File: config.mk
export PLATFORM = sky130hd
export DESIGN_NAME = wdt_guard
export DESIGN_NICKNAME = d
export VERILOG_FILES = /design/src/rtl/wdt_guard_pkg.sv /design/src/rtl/wdt_unlock.sv /design/src/rtl/wdt_ctrl.sv /design/src/rtl/wdt_datapath.sv /design/src/rtl/wdt_guard.sv
export SDC_FILE = /design/constraint.sdc
export NUM_CORES = 1
export LEC_CHECK = 0
export ABC_AREA = 1
export BUFFER_PORTS_ARGS = -buffer_cell sky130_fd_sc_hd__buf_4
export CAP_MARGIN = 30
export CORE_AREA = 2 2 63 76
export CTS_CLUSTER_SIZE = 28
export DETAILED_ROUTE_END_ITERATION = 10
export DIE_AREA = 0 0 65 78
export GPL_TIMING_DRIVEN = 0
export MAX_ROUTING_LAYER = met4
export SETUP_SLACK_MARGIN = 0.4
export SYNTH_ARGS = -nofsm -noshare
export SYNTH_HDL_FRONTEND = slang
export SYNTH_SLANG_ARGS = --single-unit
File: constraint.sdc
create_clock -name clk -period 4.6 [get_ports clk]
set_input_delay 0.23 -clock clk [delete_from_list [all_inputs] [get_ports clk]]
set_output_delay 0.23 -clock clk [all_outputs]
set_load 0.005 [all_outputs]
File: src/rtl/wdt_guard_pkg.sv
package wdt_guard_pkg;
  localparam int CODE_W   = 4;
  localparam int MAX_CODE = 9;
  localparam int BIT_P3   = 5;
  localparam int BIT_CHG  = 4;
  localparam int BIT_EN   = 3;

  localparam logic [1:0] ADDR_CTRL = 2'd0;
  localparam logic [1:0] ADDR_STAT = 2'd1;
  localparam logic [1:0] ADDR_SIG  = 2'd2;

  typedef struct packed {
    logic              clrCnt;
    logic              wdOn;
    logic [CODE_W-1:0] periodCode;
  } wdt_strobe_t;
endpackage

File: src/rtl/wdt_unlock.sv
module wdt_unlock
  import wdt_guard_pkg::*;
#(
  parameter int         WIN_CYCLES = 4,
  parameter int         SIG_UNLOCK = 0,
  parameter logic [7:0] SIG_BYTE   = 8'hD8
) (
  input  logic       clk,
  input  logic       rstPorN,
  input  logic       closeNow,
  input  logic       wrEn,
  input  logic [1:0] wrAddr,
  input  logic [7:0] wrData,
  output logic       winOpen,
  output logic       applyHit
);
  localparam int WL_W = $clog2(WIN_CYCLES + 1);

  logic [WL_W-1:0] winLeft;
  logic            reopen;
  logic            unusedData;

  assign unusedData = ^wrData;

  generate
    if (SIG_UNLOCK != 0) begin : g_sig
      assign reopen = wrEn && (wrAddr == ADDR_SIG) && (wrData == SIG_BYTE);
    end else begin : g_chg
      assign reopen = wrEn && (wrAddr == ADDR_CTRL) && wrData[BIT_CHG] && wrData[BIT_EN];
    end
  endgenerate

  assign winOpen  = (winLeft != '0);
  assign applyHit = wrEn && (wrAddr == ADDR_CTRL) && winOpen && !reopen && !closeNow;

  always_ff @(posedge clk or negedge rstPorN) begin
    if (!rstPorN)       winLeft <= '0;
    else if (closeNow)  winLeft <= '0;
    else if (reopen)    winLeft <= WL_W'(WIN_CYCLES);
    else if (applyHit)  winLeft <= '0;
    else if (winOpen)   winLeft <= winLeft - 1'b1;
  end

  // an open window with no bus traffic loses one cycle per edge
  p_window_shrinks_r6: assert property (@(posedge clk) disable iff (!rstPorN)
    (winOpen && !wrEn && !closeNow) |=> (winLeft == $past(winLeft) - 1'b1));
endmodule

File: src/rtl/wdt_ctrl.sv
module wdt_ctrl
  import wdt_guard_pkg::*;
#(
  parameter int         WIN_CYCLES = 4,
  parameter int         SIG_UNLOCK = 0,
  parameter logic [7:0] SIG_BYTE   = 8'hD8
) (
  input  logic        clk,
  input  logic        rstPorN,
  input  logic        warmRst,
  input  logic        kick,
  input  logic        forceOn,
  input  logic        wrEn,
  input  logic [1:0]  wrAddr,
  input  logic [7:0]  wrData,
  input  logic        resetReq,
  output wdt_strobe_t strobe,
  output logic [7:0]  rdCtrl,
  output logic        wdFlag
);
  logic              enBit;
  logic [CODE_W-1:0] periodCode;
  logic              flagQ;
  logic              winOpen;
  logic              applyHit;
  logic              forceSafe;
  logic              statWr;
  logic              unusedCtrlBits;

  assign forceSafe      = warmRst || resetReq;
  assign statWr         = wrEn && (wrAddr == ADDR_STAT);
  assign unusedCtrlBits = ^{wrData[7:6], wrData[BIT_CHG]};

  wdt_unlock #(
    .WIN_CYCLES(WIN_CYCLES),
    .SIG_UNLOCK(SIG_UNLOCK),
    .SIG_BYTE  (SIG_BYTE)
  ) u_unlock (
    .clk     (clk),
    .rstPorN (rstPorN),
    .closeNow(forceSafe),
    .wrEn    (wrEn),
    .wrAddr  (wrAddr),
    .wrData  (wrData),
    .winOpen (winOpen),
    .applyHit(applyHit)
  );

  always_ff @(posedge clk or negedge rstPorN) begin
    if (!rstPorN) begin
      enBit      <= 1'b0;
      periodCode <= '0;
    end else if (forceSafe) begin
      enBit      <= 1'b1;
      periodCode <= '0;
    end else if (applyHit) begin
      enBit      <= wrData[BIT_EN] | (enBit & flagQ);
      periodCode <= {wrData[BIT_P3], wrData[2:0]};
    end
  end

  always_ff @(posedge clk or negedge rstPorN) begin
    if (!rstPorN)                    flagQ <= 1'b0;
    else if (resetReq)               flagQ <= 1'b1;
    else if (statWr && !wrData[0])   flagQ <= 1'b0;
  end

  always_comb begin
    strobe.wdOn       = enBit | forceOn;
    strobe.periodCode = periodCode;
    strobe.clrCnt     = kick | applyHit | warmRst;
  end

  assign rdCtrl = {2'b00, periodCode[3], winOpen, strobe.wdOn, periodCode[2:0]};
  assign wdFlag = flagQ;

  // locked configuration survives control writes outside a window
  p_locked_cfg_r7: assert property (@(posedge clk) disable iff (!rstPorN)
    (wrEn && (wrAddr == ADDR_CTRL) && !winOpen && !forceSafe)
      |=> ($stable(enBit) && $stable(periodCode)));
  // a set flag keeps the stored enable on
  p_flag_holds_enable_r10: assert property (@(posedge clk) disable iff (!rstPorN)
    (flagQ && enBit) |=> enBit);
  // every reset request leaves the flag set
  p_flag_on_request_r9: assert property (@(posedge clk) disable iff (!rstPorN)
    resetReq |=> flagQ);
  // after a warm or watchdog reset the block is on, shortest, window shut
  p_safe_state_r12: assert property (@(posedge clk) disable iff (!rstPorN)
    forceSafe |=> (enBit && (periodCode == '0) && !winOpen));
endmodule

File: src/rtl/wdt_datapath.sv
module wdt_datapath
  import wdt_guard_pkg::*;
#(
  parameter int BASE_TICKS = 4
) (
  input  logic        clk,
  input  logic        rstPorN,
  input  logic        tickEn,
  input  wdt_strobe_t strobe,
  output logic        resetReq
);
  localparam int CNT_W = $clog2(BASE_TICKS << MAX_CODE) + 1;

  function automatic logic [CNT_W-1:0] tickLimit(input logic [CODE_W-1:0] code);
    logic [CODE_W-1:0] eff;
    eff = (code > CODE_W'(MAX_CODE)) ? CODE_W'(MAX_CODE) : code;
    return CNT_W'(BASE_TICKS) << eff;
  endfunction

  logic [CNT_W-1:0] cnt;
  logic [CNT_W-1:0] limit;
  logic             reqQ;
  logic             atEnd;

  assign limit = tickLimit(strobe.periodCode);
  assign atEnd = (cnt >= limit - 1'b1);

  always_ff @(posedge clk or negedge rstPorN) begin
    if (!rstPorN) begin
      cnt  <= '0;
      reqQ <= 1'b0;
    end else begin
      reqQ <= 1'b0;
      if (!strobe.wdOn || strobe.clrCnt) begin
        cnt <= '0;
      end else if (tickEn) begin
        if (atEnd) begin
          cnt  <= '0;
          reqQ <= 1'b1;
        end else begin
          cnt <= cnt + 1'b1;
        end
      end
    end
  end

  assign resetReq = reqQ;

  // the request is a single-cycle pulse
  p_single_pulse_r2: assert property (@(posedge clk) disable iff (!rstPorN)
    reqQ |=> !reqQ);
  // no request can follow an edge without a tick
  p_req_needs_tick_r2: assert property (@(posedge clk) disable iff (!rstPorN)
    !tickEn |=> !reqQ);
  // a kick empties the counter and suppresses the request
  p_kick_clears_r3: assert property (@(posedge clk) disable iff (!rstPorN)
    strobe.clrCnt |=> ((cnt == '0) && !reqQ));
  // a watchdog that is off never counts
  p_idle_when_off_r8: assert property (@(posedge clk) disable iff (!rstPorN)
    !strobe.wdOn |=> ((cnt == '0) && !reqQ));
endmodule

File: src/rtl/wdt_guard.sv
module wdt_guard
  import wdt_guard_pkg::*;
#(
  parameter int         BASE_TICKS = 4,
  parameter int         WIN_CYCLES = 4,
  parameter int         SIG_UNLOCK = 0,
  parameter logic [7:0] SIG_BYTE   = 8'hD8
) (
  input  logic       clk,
  input  logic       rstPorN,
  input  logic       warmRst,
  input  logic       tickEn,
  input  logic       kick,
  input  logic       forceOn,
  input  logic       wrEn,
  input  logic [1:0] wrAddr,
  input  logic [7:0] wrData,
  output logic [7:0] rdCtrl,
  output logic       wdFlag,
  output logic       wdResetReq
);
  wdt_strobe_t strobe;
  logic        resetReq;

  wdt_ctrl #(
    .WIN_CYCLES(WIN_CYCLES),
    .SIG_UNLOCK(SIG_UNLOCK),
    .SIG_BYTE  (SIG_BYTE)
  ) u_ctrl (
    .clk     (clk),
    .rstPorN (rstPorN),
    .warmRst (warmRst),
    .kick    (kick),
    .forceOn (forceOn),
    .wrEn    (wrEn),
    .wrAddr  (wrAddr),
    .wrData  (wrData),
    .resetReq(resetReq),
    .strobe  (strobe),
    .rdCtrl  (rdCtrl),
    .wdFlag  (wdFlag)
  );

  wdt_datapath #(
    .BASE_TICKS(BASE_TICKS)
  ) u_dp (
    .clk     (clk),
    .rstPorN (rstPorN),
    .tickEn  (tickEn),
    .strobe  (strobe),
    .resetReq(resetReq)
  );

  assign wdResetReq = resetReq;
endmodule

Word-level counts from Yosys, hierarchy flattened

Cells that the tools add are included.

$add $sub $neg: 3
$lt $le $gt $ge: 2
Eq/ne operators: 1
Shift operators: 1
Muxes and demuxes: 17
Bitwise gates (word level): 5
Reduce and logical (&&, ||, !) cells: 20

Operator list:

| kind                    | number |
|---|---|
| $mux W12                | 3 |
| $add A12 B1 Y12 const B | 1 |
| $ge A12 B12 Y1          | 1 |
| $mux W3                 | 4 |
| $mux W4                 | 3 |
| $shl A3 B4 Y12 const A  | 1 |
| $sub A12 B1 Y12 const B | 1 |
| $logic_and A1 B1 Y1     | 8 |
| $mux W1                 | 7 |
| $reduce_bool A2 Y1      | 3 |
| $gt A4 B4 Y1 const B    | 1 |
| $logic_not A1 Y1        | 4 |
| $or A1 B1 Y1            | 4 |
| $reduce_bool A4 Y1      | 1 |
| $reduce_bool A3 Y1      | 1 |
| $sub A3 B1 Y3 const B   | 1 |
| $eq A2 B1 Y1 const B    | 1 |
| $logic_not A2 Y1        | 1 |
| $logic_or A1 B1 Y1      | 2 |
| $and A1 B1 Y1           | 1 |

Register bits: 22
Input bits: 17
Output and inout bits: 10
Logic and storage cells: 55

Depth between registers and ports, before layout

Depth after elaboration: 11
Gate-level depth with buffers: 18

Modules after synthesis

A second synthesis with hierarchy kept.

Cells, all modules: 220
Area total of the unflattened synthesis: 1,727.9 um2

By module, submodules not included:

| module       | instances | cells each | area an instance (um2) |
|---|---|---|---|
| wdt_datapath | 1         | 144        | 1,161.1 |
| wdt_ctrl     | 1         | 44         | 336.6 |
| wdt_unlock   | 1         | 32         | 230.2 |

Worst setup path before layout

No wires, ideal clock.

Kind: reg2reg
Start point: register u_ctrl.periodCode[2]
End point: register u_dp.cnt[0]
Setup time: 0.125 ns
Arrival time: 2.202 ns
Data required time: 4.475 ns
Setup slack: 2.273 ns
Cell stages (with the launch flop): 17
Path buffers: 0
Period minus slack after synthesis: 2.327 ns
Cell sequence: dfrtp_1 nor2_1 inv_1 nor3_1 inv_1 ha_1 inv_1 a21oi_1 xor2_1 ha_1 nand2_1 nor2_1 nand2_1 a21oi_1 nor2_2 nand2_1 a21oi_1

Longest elaborated chain between the ends: 8

Ends and longest elaborated chain:

| what                     | line               | text |
|---|---|---|
| start: declaration       | wdt_ctrl.sv:22     | `logic [CODE_W-1:0] periodCode;` |
| start signal: assignment | wdt_ctrl.sv:58     | `periodCode <= {wrData[BIT_P3], wrData[2:0]};` |
| $gt A4 B4 Y1             | wdt_datapath.sv:16 | `eff = (code > CODE_W'(MAX_CODE)) ? CODE_W'(MAX_CODE) : code;` |
| $mux W4 *                | wdt_datapath.sv:16 |  |
| $shl A3 B4 Y12 *         | wdt_datapath.sv:17 | `return CNT_W'(BASE_TICKS) << eff;` |
| $sub A12 B1 Y12 *        | wdt_datapath.sv:26 | `assign atEnd = (cnt >= limit - 1'b1);` |
| $ge A12 B12 Y1 *         | wdt_datapath.sv:26 |  |
| $mux W12 *               | wdt_datapath.sv:37 | `if (atEnd) begin` |
| $mux W12 *               | wdt_datapath.sv:36 | `end else if (tickEn) begin` |
| $mux W12 *               | wdt_datapath.sv:34 | `if (!strobe.wdOn \|\| strobe.clrCnt) begin` |
| end signal: assignment   | wdt_datapath.sv:41 | `cnt <= cnt + 1'b1;` |
| end: declaration         | wdt_datapath.sv:20 | `logic [CNT_W-1:0] cnt;` |

Every way passes the cells marked *; elsewhere a longest branch is shown, timed or not. The select of a mux whose other input is x is not followed.
A chain may end at the register's enable or synchronous reset.

Worst setup path after layout

Ends and elaborated chain as after synthesis.

==> metrics.md <==
| Metric | Value |
|---|---|
| Worst min-delay path category | in2reg |
| Vias in the first global route | 1366 |
| TritonCTS Buffers | 3 |
| Count of warnings emitted by yosys | 0 |
| Starting density of the core | 39.4% |
| Die height | 78 um |
| Number of buffers between clock root and the deepest sink | 2 |
| Internal Dissipation | 351 uW |
| Fin Clk Skew | 1.59 ps |
| Area growth from synthesis to layout | 17.3% |
| Predominant post-synthesis flop cell | sky130_fd_sc_hd__dfrtp_1 |
| Register Area | 551 um2 |
| Global routing usage summed across all routing layers | 16.4% |
| Run status | completed |
| Critical path startpoint category | flop |
| Synthesized-area fraction occupied by ao, oa, aoi and oai cells | 9.54% |
| Simple-gate share of the synthesized area | 33.8% |
| Ant diodes | 0 |
| Die Area | 5070 um2 |
| Standby leakage power | 0.000981 uW |
| Register area share after synthesis | 32.8% |
| Category of the worst setup path capture point | flop |
| F_max | 372 MHz |
| Count of flip-flops with a built-in enable after synthesis | 0 |
| Ordered list of cells on the worst path | nor2_1 -> inv_1 -> nor3_1 -> inv_1 -> ha_1 -> inv_1 -> a21oi_1 -> xor2_1 -> ha_1 -> nand2_1 -> inv_1 -> nand2_1 -> nand2_1 -> nand2_1 -> nand2_1 -> nor2_2 -> nand2_1 -> a21oi_1 |
| Ratio of final minimum period to clock period | 58.4% |
| Share of the synthesized netlist area taken by xor and xnor gates | 4.17% |
| Post-Syn Area | 1680 um2 |
| Library cell contributing the largest single delay on the critical path | sky130_fd_sc_hd__dfrtp_1 |
| Violation count after the first detailed-routing iteration | 52 |
| Number of clock sinks | 22 |
| Antenna-violating nets left | 0 |
| Adder-Cell Fraction of Synth Area | 10.4% |
| Unrepaired setup endpoints after global routing | false |
| Clock latency of the later-clocked register in the worst-skew pair | 260 ps |
| Largest stage delay, worst path | 460 ps |
| WP data arrival | 2880 ps |
| CTS Hold Bufs | 1 |
| Avg Inst Size Synth | 7.36 um2 |
| Max-cap violation count | 0 |
| Pin count of the biggest net entering global routing | 23 |
| Non-Filler Cell Area, Final | 1970 um2 |
| NumNets Final | 288 |
| H-tree levels | 1 |
| Number of fill cells | 470 |
| Count of cell types in the netlist | 32 |
| First-pass GRT wire length | 6.36 mm |
| Maximum net fanout on the critical path | 8 |
| Number of gates resized after CTS | 0 |
| Sum Neg Setup Slack | 0 ps |
| Share of flip-flops with an asynchronous set or reset | 100% |
| Share of layout cells above drive strength 1 | 18.8% |
| Per-cell routed wire length | 11.2 um |
| Hold violation total from the final report | 0 |
| Part of the total power dissipated in the clock network | 22.5% |
| Combinational family with the most area after synthesis | simple AND/OR/NAND/NOR gates |
| Power per standard cell area | 263 nW/um2 |
| Count of buffers added by post-CTS timing repair for setup | 0 |
| Crit-path most repeated cell | sky130_fd_sc_hd__nand2_1 |
| Number of antenna violations at the first check in global routing | 0 |
| Maximum vdd drop | 189 uV |
| Logic pwr share | 35.4% |
| Multiplexer share of the synthesized area | 0.596% |
| Net load switching power | 167 uW |
| Number of flip-flops and latches in the synthesized netlist | 22 |
| Final number of max-transition violations | 0 |
| Buffer cell driving the clock tree root | sky130_fd_sc_hd__clkbuf_8 |
| Total vias in the final route | 1481 |
| Share of total power in sequential cells | 42.1% |
| DR vias/cell | 4.76 |
| Number of iterations in the first detailed-routing pass | 4 |
| Residual DRC count | 0 |
| Die extent in x | 65 um |
| Power Total | 518 uW |
| Drt total wl | 3.49 mm |
| Core box area | 4260 um2 |
| Gate count after technology mapping | 228 |
| Tmin final | 2690 ps |
| Gp weighted congestion | 0.763 |
| TritonCTS clock tree | done |
| Number of I/O pins | 27 |
| Multi-input logic area | 993 um2 |
| Setup CP Type | reg2reg |
| Required time reported for the critical path endpoint | 4790 ps |
| Switching Fraction | 32.2% |
| Clock-pin slew reported for the worst setup and hold paths after clock tree synthesis | 70 ps |
| Post-route insts no fill | 311 |
| Placed inst area | 1920 um2 |
| Final-report setup violation count | 0 |
| Core Rows | 26 |
| Post-Place Cells | 307 |
| Total grt overflow | 0 |
| Count of buffers from port buffering | 22 |
| DP HPWL | 2.82 mm |
## metrics by stage
| step | hold WS (ps) | setup WS (ps) | utilization, % |
|---|---|---|---|
| global placement | 143 | 1910 | 45.0 |
| detailed placement | 142 | 1870 | 45.0 |
| floorplan | -65.6 | 2270 | - |
| global route | 216 | 1540 | 46.2 |
| finish | 202 | 1910 | 46.2 |
| CTS | 204 | 1850 | 46.2 |
## layer usage
layer | global-route usage, % | part of all wire [%] | vias to the layer above
li1 | - | - | 785
met1 | 21.7 | 47 | 665
met2 | 26.2 | 48 | 26
met3 | 2.17 | 3.7 | 5
met4 | 4.47 | 1.5 | 0
met5 | - | 0 | -
## worst max-delay path, delay by kind of cell (launching register included)
kind                     cells  cell delay, ps
flip-flops                   1             460
XOR/XNOR                     1             190
AO/OA/AOI/OAI                2             210
adder cells (fa/ha/maj)      2             440
AND/OR/NAND/NOR              9            1010
buffers and inverters        4             290
## power groups by stage
stage | Sequential [uW] | Clock (uW) | Combinational [uW]
6_report | 218 | 117 | 183
4_1_cts | 218 | 123 | 186
2_1_floorplan | 221 | 0 | 131
5_1_grt | 221 | 130 | 213
3_3_place_gp | 222 | 0 | 184
3_5_place_dp | 222 | 0 | 185
## cell families (layout without fill, tap and decap cells)
| kind of cell | Yosys count | count (layout) |
|---|---|---|
| AND/OR/NAND/NOR | 120 | 120 |
| buffers and inverters | 32 | 58 |
| AO/OA/AOI/OAI | 29 | 29 |
| flip-flops | 22 | 22 |
| adder cells (fa/ha/maj) | 14 | 14 |
| XOR/XNOR | 8 | 8 |
| other | 2 | 3 |
| multiplexers | 1 | 1 |
## worst paths after layout
kind,start,end,slack [ps],cells after the start
max,u_ctrl.periodCode[2]$_DFFE_PN0P_,u_dp.cnt[0]$_DFFE_PN0P_,1910,18
min,wrData[5],u_ctrl.periodCode[3]$_DFFE_PN0P_,200,3
max reg2reg,u_ctrl.periodCode[2]$_DFFE_PN0P_,u_dp.cnt[0]$_DFFE_PN0P_,1910,18
min reg2reg,u_ctrl.enBit$_DFFE_PN0P_,u_ctrl.enBit$_DFFE_PN0P_,520,2
max in group asynchronous,rstPorN,u_dp.cnt[10]$_DFFE_PN0P_,3990,2
min in group asynchronous,rstPorN,u_dp.cnt[11]$_DFFE_PN0P_,390,2
## cell usage after synthesis (all sizes together) (2+ instances only)
library cell,count,area (um2)
a21oi,10,50.1
buf,4,33.8
conb,2,7.51
dfrtp,22,551
ha,14,175
inv,28,105
nand2,67,269
nand3,14,75.1
nand4,5,31.3
nor2,27,136
nor3,5,35.0
o21ai,13,65.1
xnor2,3,26.3
xor2,5,43.8
## sequential cells by signal, indices dropped and copies added, names as in the netlist
signal and flops:
u_ctrl.u_unlock.winLeft 3, u_dp.resetReq 1, u_dp.cnt 12, u_ctrl.wdFlag 1, u_ctrl.periodCode 4, u_ctrl.enBit 1
## cell type report
type	instances	share of cell area, %
Multi-Input combinational cell	175	50.4
Buffer	4	1.72
Timing Repair Buffer	23	8.89
Clock buffer	3	2.10
Sequential cell	22	28.0
Tap cell	56	3.56
Inverter	28	5.34
## layout by cell type, fill, tap and decap left out
master and count:
sky130_fd_sc_hd__dfrtp_1 22, sky130_fd_sc_hd__o31ai_1 1, sky130_fd_sc_hd__nand3b_1 1, sky130_fd_sc_hd__buf_4 25, sky130_fd_sc_hd__ha_1 14, sky130_fd_sc_hd__buf_6 1
sky130_fd_sc_hd__o21ai_1 6, sky130_fd_sc_hd__xor2_1 5, sky130_fd_sc_hd__xnor2_1 3, sky130_fd_sc_hd__mux2i_1 1, sky130_fd_sc_hd__dlygate4sd3_1 1, sky130_fd_sc_hd__o21ai_0 7
sky130_fd_sc_hd__conb_1 3, sky130_fd_sc_hd__nor3_2 2, sky130_fd_sc_hd__nand2_1 62, sky130_fd_sc_hd__nand2_4 1, sky130_fd_sc_hd__a21o_1 1, sky130_fd_sc_hd__inv_2 4
sky130_fd_sc_hd__o211ai_1 1, sky130_fd_sc_hd__nand3_2 1, sky130_fd_sc_hd__nand4_1 5, sky130_fd_sc_hd__a21oi_1 10, sky130_fd_sc_hd__o21bai_1 1, sky130_fd_sc_hd__nor3b_2 1
sky130_fd_sc_hd__nand3_1 13, sky130_fd_sc_hd__o311ai_0 1, sky130_fd_sc_hd__nor3_1 3, sky130_fd_sc_hd__nor2_4 4, sky130_fd_sc_hd__nand2_2 4, sky130_fd_sc_hd__inv_1 24
sky130_fd_sc_hd__clkbuf_8 3, sky130_fd_sc_hd__nor2_2 2, sky130_fd_sc_hd__o22ai_1 1, sky130_fd_sc_hd__nor2_1 21
(Power assumes the default switching activity.)
